### config.mk
export PLATFORM = sky130hd
export DESIGN_NAME = raster_gate_gen
export DESIGN_NICKNAME = d
export VERILOG_FILES = /design/src/rtl/rg_pkg.sv /design/src/rtl/rg_hwin.sv /design/src/rtl/rg_vwin.sv /design/src/rtl/rg_outmux.sv /design/src/rtl/raster_gate_gen.sv
export SDC_FILE = /design/constraint.sdc
export NUM_CORES = 1
export LEC_CHECK = 0
export ABC_AREA = 1
export BUFFER_PORTS_ARGS = -buffer_cell sky130_fd_sc_hd__buf_4
export CORE_ASPECT_RATIO = 0.6
export CORE_MARGIN = 2
export CORE_UTILIZATION = 51
export DETAILED_ROUTE_END_ITERATION = 10
export HOLD_SLACK_MARGIN = 0.06
export PLACE_DENSITY = 0.88
export SLEW_MARGIN = 20
export SYNTH_ARGS = -nofsm -noshare
export SYNTH_HDL_FRONTEND = slang
export SYNTH_SLANG_ARGS = --single-unit
### constraint.sdc
create_clock -name clk -period 1.7 [get_ports clk]
set_input_delay 0 -clock clk [delete_from_list [all_inputs] [get_ports clk]]
set_output_delay 0 -clock clk [all_outputs]
set_load 0.02 [all_outputs]
### src/rtl/rg_pkg.sv
package rg_pkg;

    typedef enum logic [1:0] {
        RG_DRIVE  = 2'd0,
        RG_GATE   = 2'd1,
        RG_CURSOR = 2'd2
    } rg_mode_e;

    typedef struct packed {
        logic out_a;
        logic out_b;
    } rg_out_t;

    function automatic rg_mode_e rg_decode(input logic comp_sel, input logic cursor_mode);
        if (!comp_sel) return RG_DRIVE;
        if (cursor_mode) return RG_CURSOR;
        return RG_GATE;
    endfunction

endpackage

### src/rtl/rg_hwin.sv
module rg_hwin #(
    parameter int H_W = 12
) (
    input  logic [H_W-1:0] pos,
    input  logic [H_W-1:0] lo,
    input  logic [H_W-1:0] hi,
    output logic           in_win
);
    // Half-open compare: an end at or below the start gives an empty window.
    always_comb begin
        in_win = (pos >= lo) && (pos < hi);
    end
endmodule

### src/rtl/rg_vwin.sv
module rg_vwin #(
    parameter int H_W       = 12,
    parameter int V_W       = 11,
    parameter int LINE_EDGE = 0
) (
    input  logic           clk,
    input  logic           rst_n,
    input  logic [H_W-1:0] h_pos,
    input  logic [V_W-1:0] v_pos,
    input  logic [V_W-1:0] lo,
    input  logic [V_W-1:0] hi,
    output logic           win_d
);
    localparam logic [H_W-1:0] EDGE_CNT = H_W'(LINE_EDGE);

    logic win_q;
    logic at_edge;

    // Capture the line compare only at the line edge and hold it otherwise.
    always_comb begin
        at_edge = (h_pos == EDGE_CNT);
        win_d   = win_q;
        if (at_edge) begin
            win_d = (v_pos >= lo) && (v_pos < hi);
        end
    end

    always_ff @(posedge clk or negedge rst_n) begin
        if (!rst_n) win_q <= 1'b0;
        else        win_q <= win_d;
    end
endmodule

### src/rtl/rg_outmux.sv
module rg_outmux
    import rg_pkg::*;
(
    input  rg_mode_e mode,
    input  logic     h_win,
    input  logic     vg_win,
    input  logic     vi_win,
    input  logic     pol_a,
    input  logic     pol_b,
    input  logic     hdrv_in,
    input  logic     vdrv_in,
    output rg_out_t  nxt
);
    logic raw_a;
    logic raw_b;

    always_comb begin
        raw_a = 1'b0;
        raw_b = 1'b0;
        nxt   = '0;
        unique case (mode)
            RG_GATE: begin
                raw_a = h_win;
                raw_b = vg_win;
            end
            RG_CURSOR: begin
                raw_a = h_win & vg_win;
                raw_b = vi_win;
            end
            default: begin
                raw_a = 1'b0;
                raw_b = 1'b0;
            end
        endcase
        if (mode == RG_DRIVE) begin
            nxt.out_a = hdrv_in;
            nxt.out_b = vdrv_in;
        end else begin
            nxt.out_a = pol_a ? raw_a : ~raw_a;
            nxt.out_b = pol_b ? raw_b : ~raw_b;
        end
    end
endmodule

### src/rtl/raster_gate_gen.sv
module raster_gate_gen
    import rg_pkg::*;
#(
    parameter int H_W       = 12,
    parameter int V_W       = 11,
    parameter int LINE_EDGE = 0
) (
    input  logic           clk,
    input  logic           rst_n,
    input  logic [H_W-1:0] h_pos,
    input  logic [V_W-1:0] v_pos,
    input  logic [H_W-1:0] h_gate_start,
    input  logic [H_W-1:0] h_gate_end,
    input  logic [V_W-1:0] v_gate_start,
    input  logic [V_W-1:0] v_gate_end,
    input  logic [V_W-1:0] v_irq_start,
    input  logic [V_W-1:0] v_irq_end,
    input  logic           comp_sel,
    input  logic           cursor_mode,
    input  logic           pol_a,
    input  logic           pol_b,
    input  logic           hdrv_in,
    input  logic           vdrv_in,
    output logic           out_a,
    output logic           out_b
);
    rg_out_t  st_d;
    rg_out_t  st_q;
    rg_mode_e mode;
    logic     h_win;
    logic     vg_d;
    logic     vi_d;

    rg_hwin #(.H_W(H_W)) u_hwin (
        .pos    (h_pos),
        .lo     (h_gate_start),
        .hi     (h_gate_end),
        .in_win (h_win)
    );

    rg_vwin #(.H_W(H_W), .V_W(V_W), .LINE_EDGE(LINE_EDGE)) u_vgate (
        .clk   (clk),
        .rst_n (rst_n),
        .h_pos (h_pos),
        .v_pos (v_pos),
        .lo    (v_gate_start),
        .hi    (v_gate_end),
        .win_d (vg_d)
    );

    rg_vwin #(.H_W(H_W), .V_W(V_W), .LINE_EDGE(LINE_EDGE)) u_virq (
        .clk   (clk),
        .rst_n (rst_n),
        .h_pos (h_pos),
        .v_pos (v_pos),
        .lo    (v_irq_start),
        .hi    (v_irq_end),
        .win_d (vi_d)
    );

    always_comb begin
        mode = rg_decode(comp_sel, cursor_mode);
    end

    rg_outmux u_mux (
        .mode    (mode),
        .h_win   (h_win),
        .vg_win  (vg_d),
        .vi_win  (vi_d),
        .pol_a   (pol_a),
        .pol_b   (pol_b),
        .hdrv_in (hdrv_in),
        .vdrv_in (vdrv_in),
        .nxt     (st_d)
    );

    always_ff @(posedge clk or negedge rst_n) begin
        if (!rst_n) st_q <= '0;
        else        st_q <= st_d;
    end

    assign out_a = st_q.out_a;
    assign out_b = st_q.out_b;
endmodule

## Word-level counts from Yosys, hierarchy flattened

Cells that the tools add are included.

- Register bits: 4
- Bits of input ports: 99
- Output and inout bits: 2
- Word-level logic and storage cells: 33

- Magnitude comparators: 6
- Equality and inequality tests: 2
- Muxes and demuxes: 13
- Bitwise logic cells: 3
- Reductions and logical operators: 5

Operators by type and width:

| cell | number |
|---|---|
| 11-bit >= comparator | 2 |
| 11-bit < comparator | 2 |
| 12-bit >= comparator | 1 |
| 12-bit zero test | 1 |
| 12-bit < comparator | 1 |
| 2-bit two-way mux | 5 |
| 1-bit two-way mux | 6 |
| 1-bit one-hot mux with 2 select lines | 2 |
| 1-bit logical AND | 3 |
| 2-bit by 1-bit == test with 1-bit output, second input constant | 1 |
| 2-bit == test, second input constant | 1 |
| 2-bit zero test | 1 |
| 1-bit NOT | 2 |
| 1-bit AND | 1 |

## Depth between registers and ports, before layout

- Depth after elaboration: 9
- Gate-level depth with buffers: 15
- Depth with buffers taken out: 15

## Cells and area by module

From an unflattened synthesis, not the netlist that was laid out.

- Cell total of the unflattened synthesis: 363
- Area total of the unflattened synthesis: 2209.6 µm²

Modules (own cells, without submodules):

| module | times used | cells an instance | area an instance (µm²) | sequential area each (µm²) |
|---|---|---|---|---|
| rg_vwin | 2 | 109 | 670.6 | 25.0 |
| rg_hwin | 1 | 111 | 661.9 | 0.0 |
| rg_outmux | 1 | 28 | 138.9 | 0.0 |
| raster_gate_gen | 1 | 6 | 67.6 | 50.0 |

## Worst setup path after synthesis

OpenSTA, ideal clock, no wires.

- Path kind: input port to flip-flop
- Start point: in v_gate_start[10]
- End point: reg st_q, in the netlist out_b
- Library setup time: 0.117 ns
- Arrival time: 1.105 ns
- Data required time: 1.583 ns
- Setup slack: 0.478 ns
- Cell stages on the path: 15
- Buffers on the path: 0
- Path through: inv_1 -> ha_1 -> nand2_1 -> nor2_2 -> nand2_1 -> nor2_1 -> nand2_1 -> nand3_2 -> nand3_2 -> nand2_2 -> nand2_2 -> nand2_1 -> nand2_1 -> nand3_1 -> nand2_1

RTL lines:

| element | RTL line | RTL |
|---|---|---|
| start, declared | raster_gate_gen.sv:14 | `input logic [V_W-1:0] v_gate_start,` |
| end signal, assigned | raster_gate_gen.sv:79 | `else st_q <= st_d;` |
| end, declared | raster_gate_gen.sv:28 | `rg_out_t st_q;` |

==> results_dict.tcl <==
set metrics [dict create \
    status "completed" \
    met2WireLength_mm 2.470 \
    ys_top_cells_by_area "ha_1, inv_1, nand2_1" \
    grt_pass1_wl_mm 9.087 \
    core_area_um2 3701 \
    grt_remaining_overflow 0 \
    powerDensity_nw_per_um2 316.8 \
    finalPower_w 0.0009097 \
    irDropWorstVdd_mv 0.5375 \
    post-cts-setup-buffer-count 0 \
    synth_fa_ha_area_share_pct 41.06 \
    ys_types 16 \
    syn_inst 323 \
    numCtsBuffers 3 \
    cts.clk_slew.worst_paths_ps 30 \
    hold_path_class "input port to flip-flop" \
    final_common_cell "buf_4" \
    synth_warnings 0 \
    ant_nets 0 \
    syn_area_um2 1981 \
    insertion_delay_ps 210 \
    final_util_pct 77.59 \
    cp_data_arrival_time_ps 1450 \
    routed-wl-met3_um 370 \
    crit_type "input port to flip-flop" \
    wirelength_met1_mm 2.712 \
    setup-tns-final_ps 0 \
    skew_ps 1.529 \
    drtIter0Drc 104 \
    dp_hpwl_mm 4.862 \
    avgSynthCellArea_um2 6.132 \
    drv_slew 0 \
    endpoint_kind "flip-flop" \
    layout-drive-gt1-share_pct 26.05 \
    die_h_um 52.27 \
    grt_pass1_vias 2165 \
    cts_max_path_buffers 2 \
    cts_sinks 4 \
    start_util_pct 53.52 \
    drtPass1Iterations 4 \
    period_share_pct 80.17 \
    synthMuxAreaShare_pct 0 \
    synth-xor-area-share_pct 0 \
    layout_min_cycle_time_ps 1363 \
    h-tree-depth 1 \
    area_growth_pct 44.98 \
    maxCapViolCount 0 \
    drc 0 \
    synth-compound-area-share_pct 9.097 \
    synth_nets 487 \
    fillerInstances 277 \
    antenna_found_initial 0 \
    fmax_ghz 0.7337 \
    synth-simple-area-share_pct 29.63 \
    power_leakage_nw 1.852 \
    cts_resized 0 \
    num_io_pins 101 \
    num_rows 17 \
    viasPerCell 4.807 \
    antenna_cells 0 \
    die_x_um 84.46 \
    finalNetCount 596 \
    routed.top_layer "met3" \
    cts_tree "done" \
    crit_fanout 4 \
    root_buffer "clkbuf_8" \
    gp_congestion 0.8488 \
    worstMarginPinSlew_ps 247.2 \
    pre_cts_ws_ps 214.2 \
    io_buffer_count 100 \
    via_count 2293 \
    seq_area_frac_synth_pct 5.054 \
    yosysTopAreaCellShare_pct 41.06 \
    ys_seq_elements 4 \
    grt_start_max_net_pins 5 \
    wl_per_cell_um 11.64 \
    setup_ws_ps 337.1 \
    synth_top_area_cell "ha_1" \
    worst_slew_margin_rel_pct 83.37 \
    grt_usage_pct 25.27 \
    start_kind "input port" \
    rsz0062_at_grt "no" \
    synth_top_family_by_area "adder cells" \
    drt-total-wl_mm 5.553 \
    setup_viol 0 \
    hold_violations 0 \
    die_area_um2 4414 \
    final_cell_mix "buf_4, inv_1, nand2_1, ha_1, nor2_1" \
    worstPathRequired_ps 1790 \
]
## repair_timing
action	4_1_cts	5_1_grt
hold buffers	4	0
hold endpoints to repair	6	0
endpoints found under the setup margin	0	0
## layer usage
metal | global-route usage, % | vias to the layer above
li1 | - | 1234
met4 | 0.5291 | 0
met5 | 0 | -
met2 | 45.24 | 83
met3 | 2.677 | 0
met1 | 35.11 | 976
## registers in the layout, indices dropped and copies added (netlist names)
| name | flops |
|---|---|
| out_b | 1 |
| out_a | 1 |
| u_vgate.win_q | 1 |
| u_virq.win_q | 1 |
## power by group
part           switching [W]  total, W  internal, W
logic               0.000294  0.000611     0.000317
registers         0.00000106  0.000101     0.000100
clock network      0.0000464  0.000197     0.000151
total               0.000342  0.000910     0.000568
## synthesized netlist by cell type
cell type,count
a21o_1,2
a21oi_1,25
dfrtp_1,4
ha_1,65
inv_1,80
nand2_1,79
nand2_2,3
nand3_1,14
nand3_2,3
nand3b_1,1
nand4_1,2
nor2_1,31
nor2_2,3
nor3_1,2
nor4_1,1
o21ai_0,8
## final timing paths
check / startpoint / end / slack [ps] / depth (start not counted)
max reg2reg: u_vgate.win_q / out_a / 730 / 6
min in group asynchronous: rst_n / u_virq.win_q / 130 / 2
min reg2reg: u_virq.win_q / u_virq.win_q / 510 / 2
max: v_pos[4] / out_a / 340 / 12
min: pol_b / out_b / 100 / 5
max in group asynchronous: rst_n / u_vgate.win_q / 1460 / 2
## worst max-delay path, stage by stage
cell      delay (ps)
buf_4            130
ha_1             310
a21oi_1          160
nor2_1            60
nor2_1           160
nand2_1           90
nand2_1           70
nand3_2           90
nand3_1          100
nand3b_1         100
nand3_1          110
nand2_1           80
## logic make-up after synthesis
kind of cell | count (synthesis)
AO/OA/AOI/OAI | 35
AND/OR/NAND/NOR | 139
buffers and inverters | 80
adder cells (fa/ha/maj) | 65
flip-flops | 4
## through the flow
step	cells	cell area (um^2)	hold slack, ps
global placement	470	2790	-202.7
global route	477	2872	119.0
detailed placement	470	2790	-203.0
CTS	477	2872	64.01
floorplan	323	1981	-295.6
finish	477	2872	101.3
## final cells by class
class,count,area [um^2],share of cell area (%)
multi-input cells,239,1580,55.03
repair buffers,104,790.8,27.54
inverters,80,300.3,10.46
flip-flops and latches,4,100.1,3.486
well taps,47,58.81,2.048
clock buffers,3,41.29,1.438
Power figures use the tool's default switching activity.
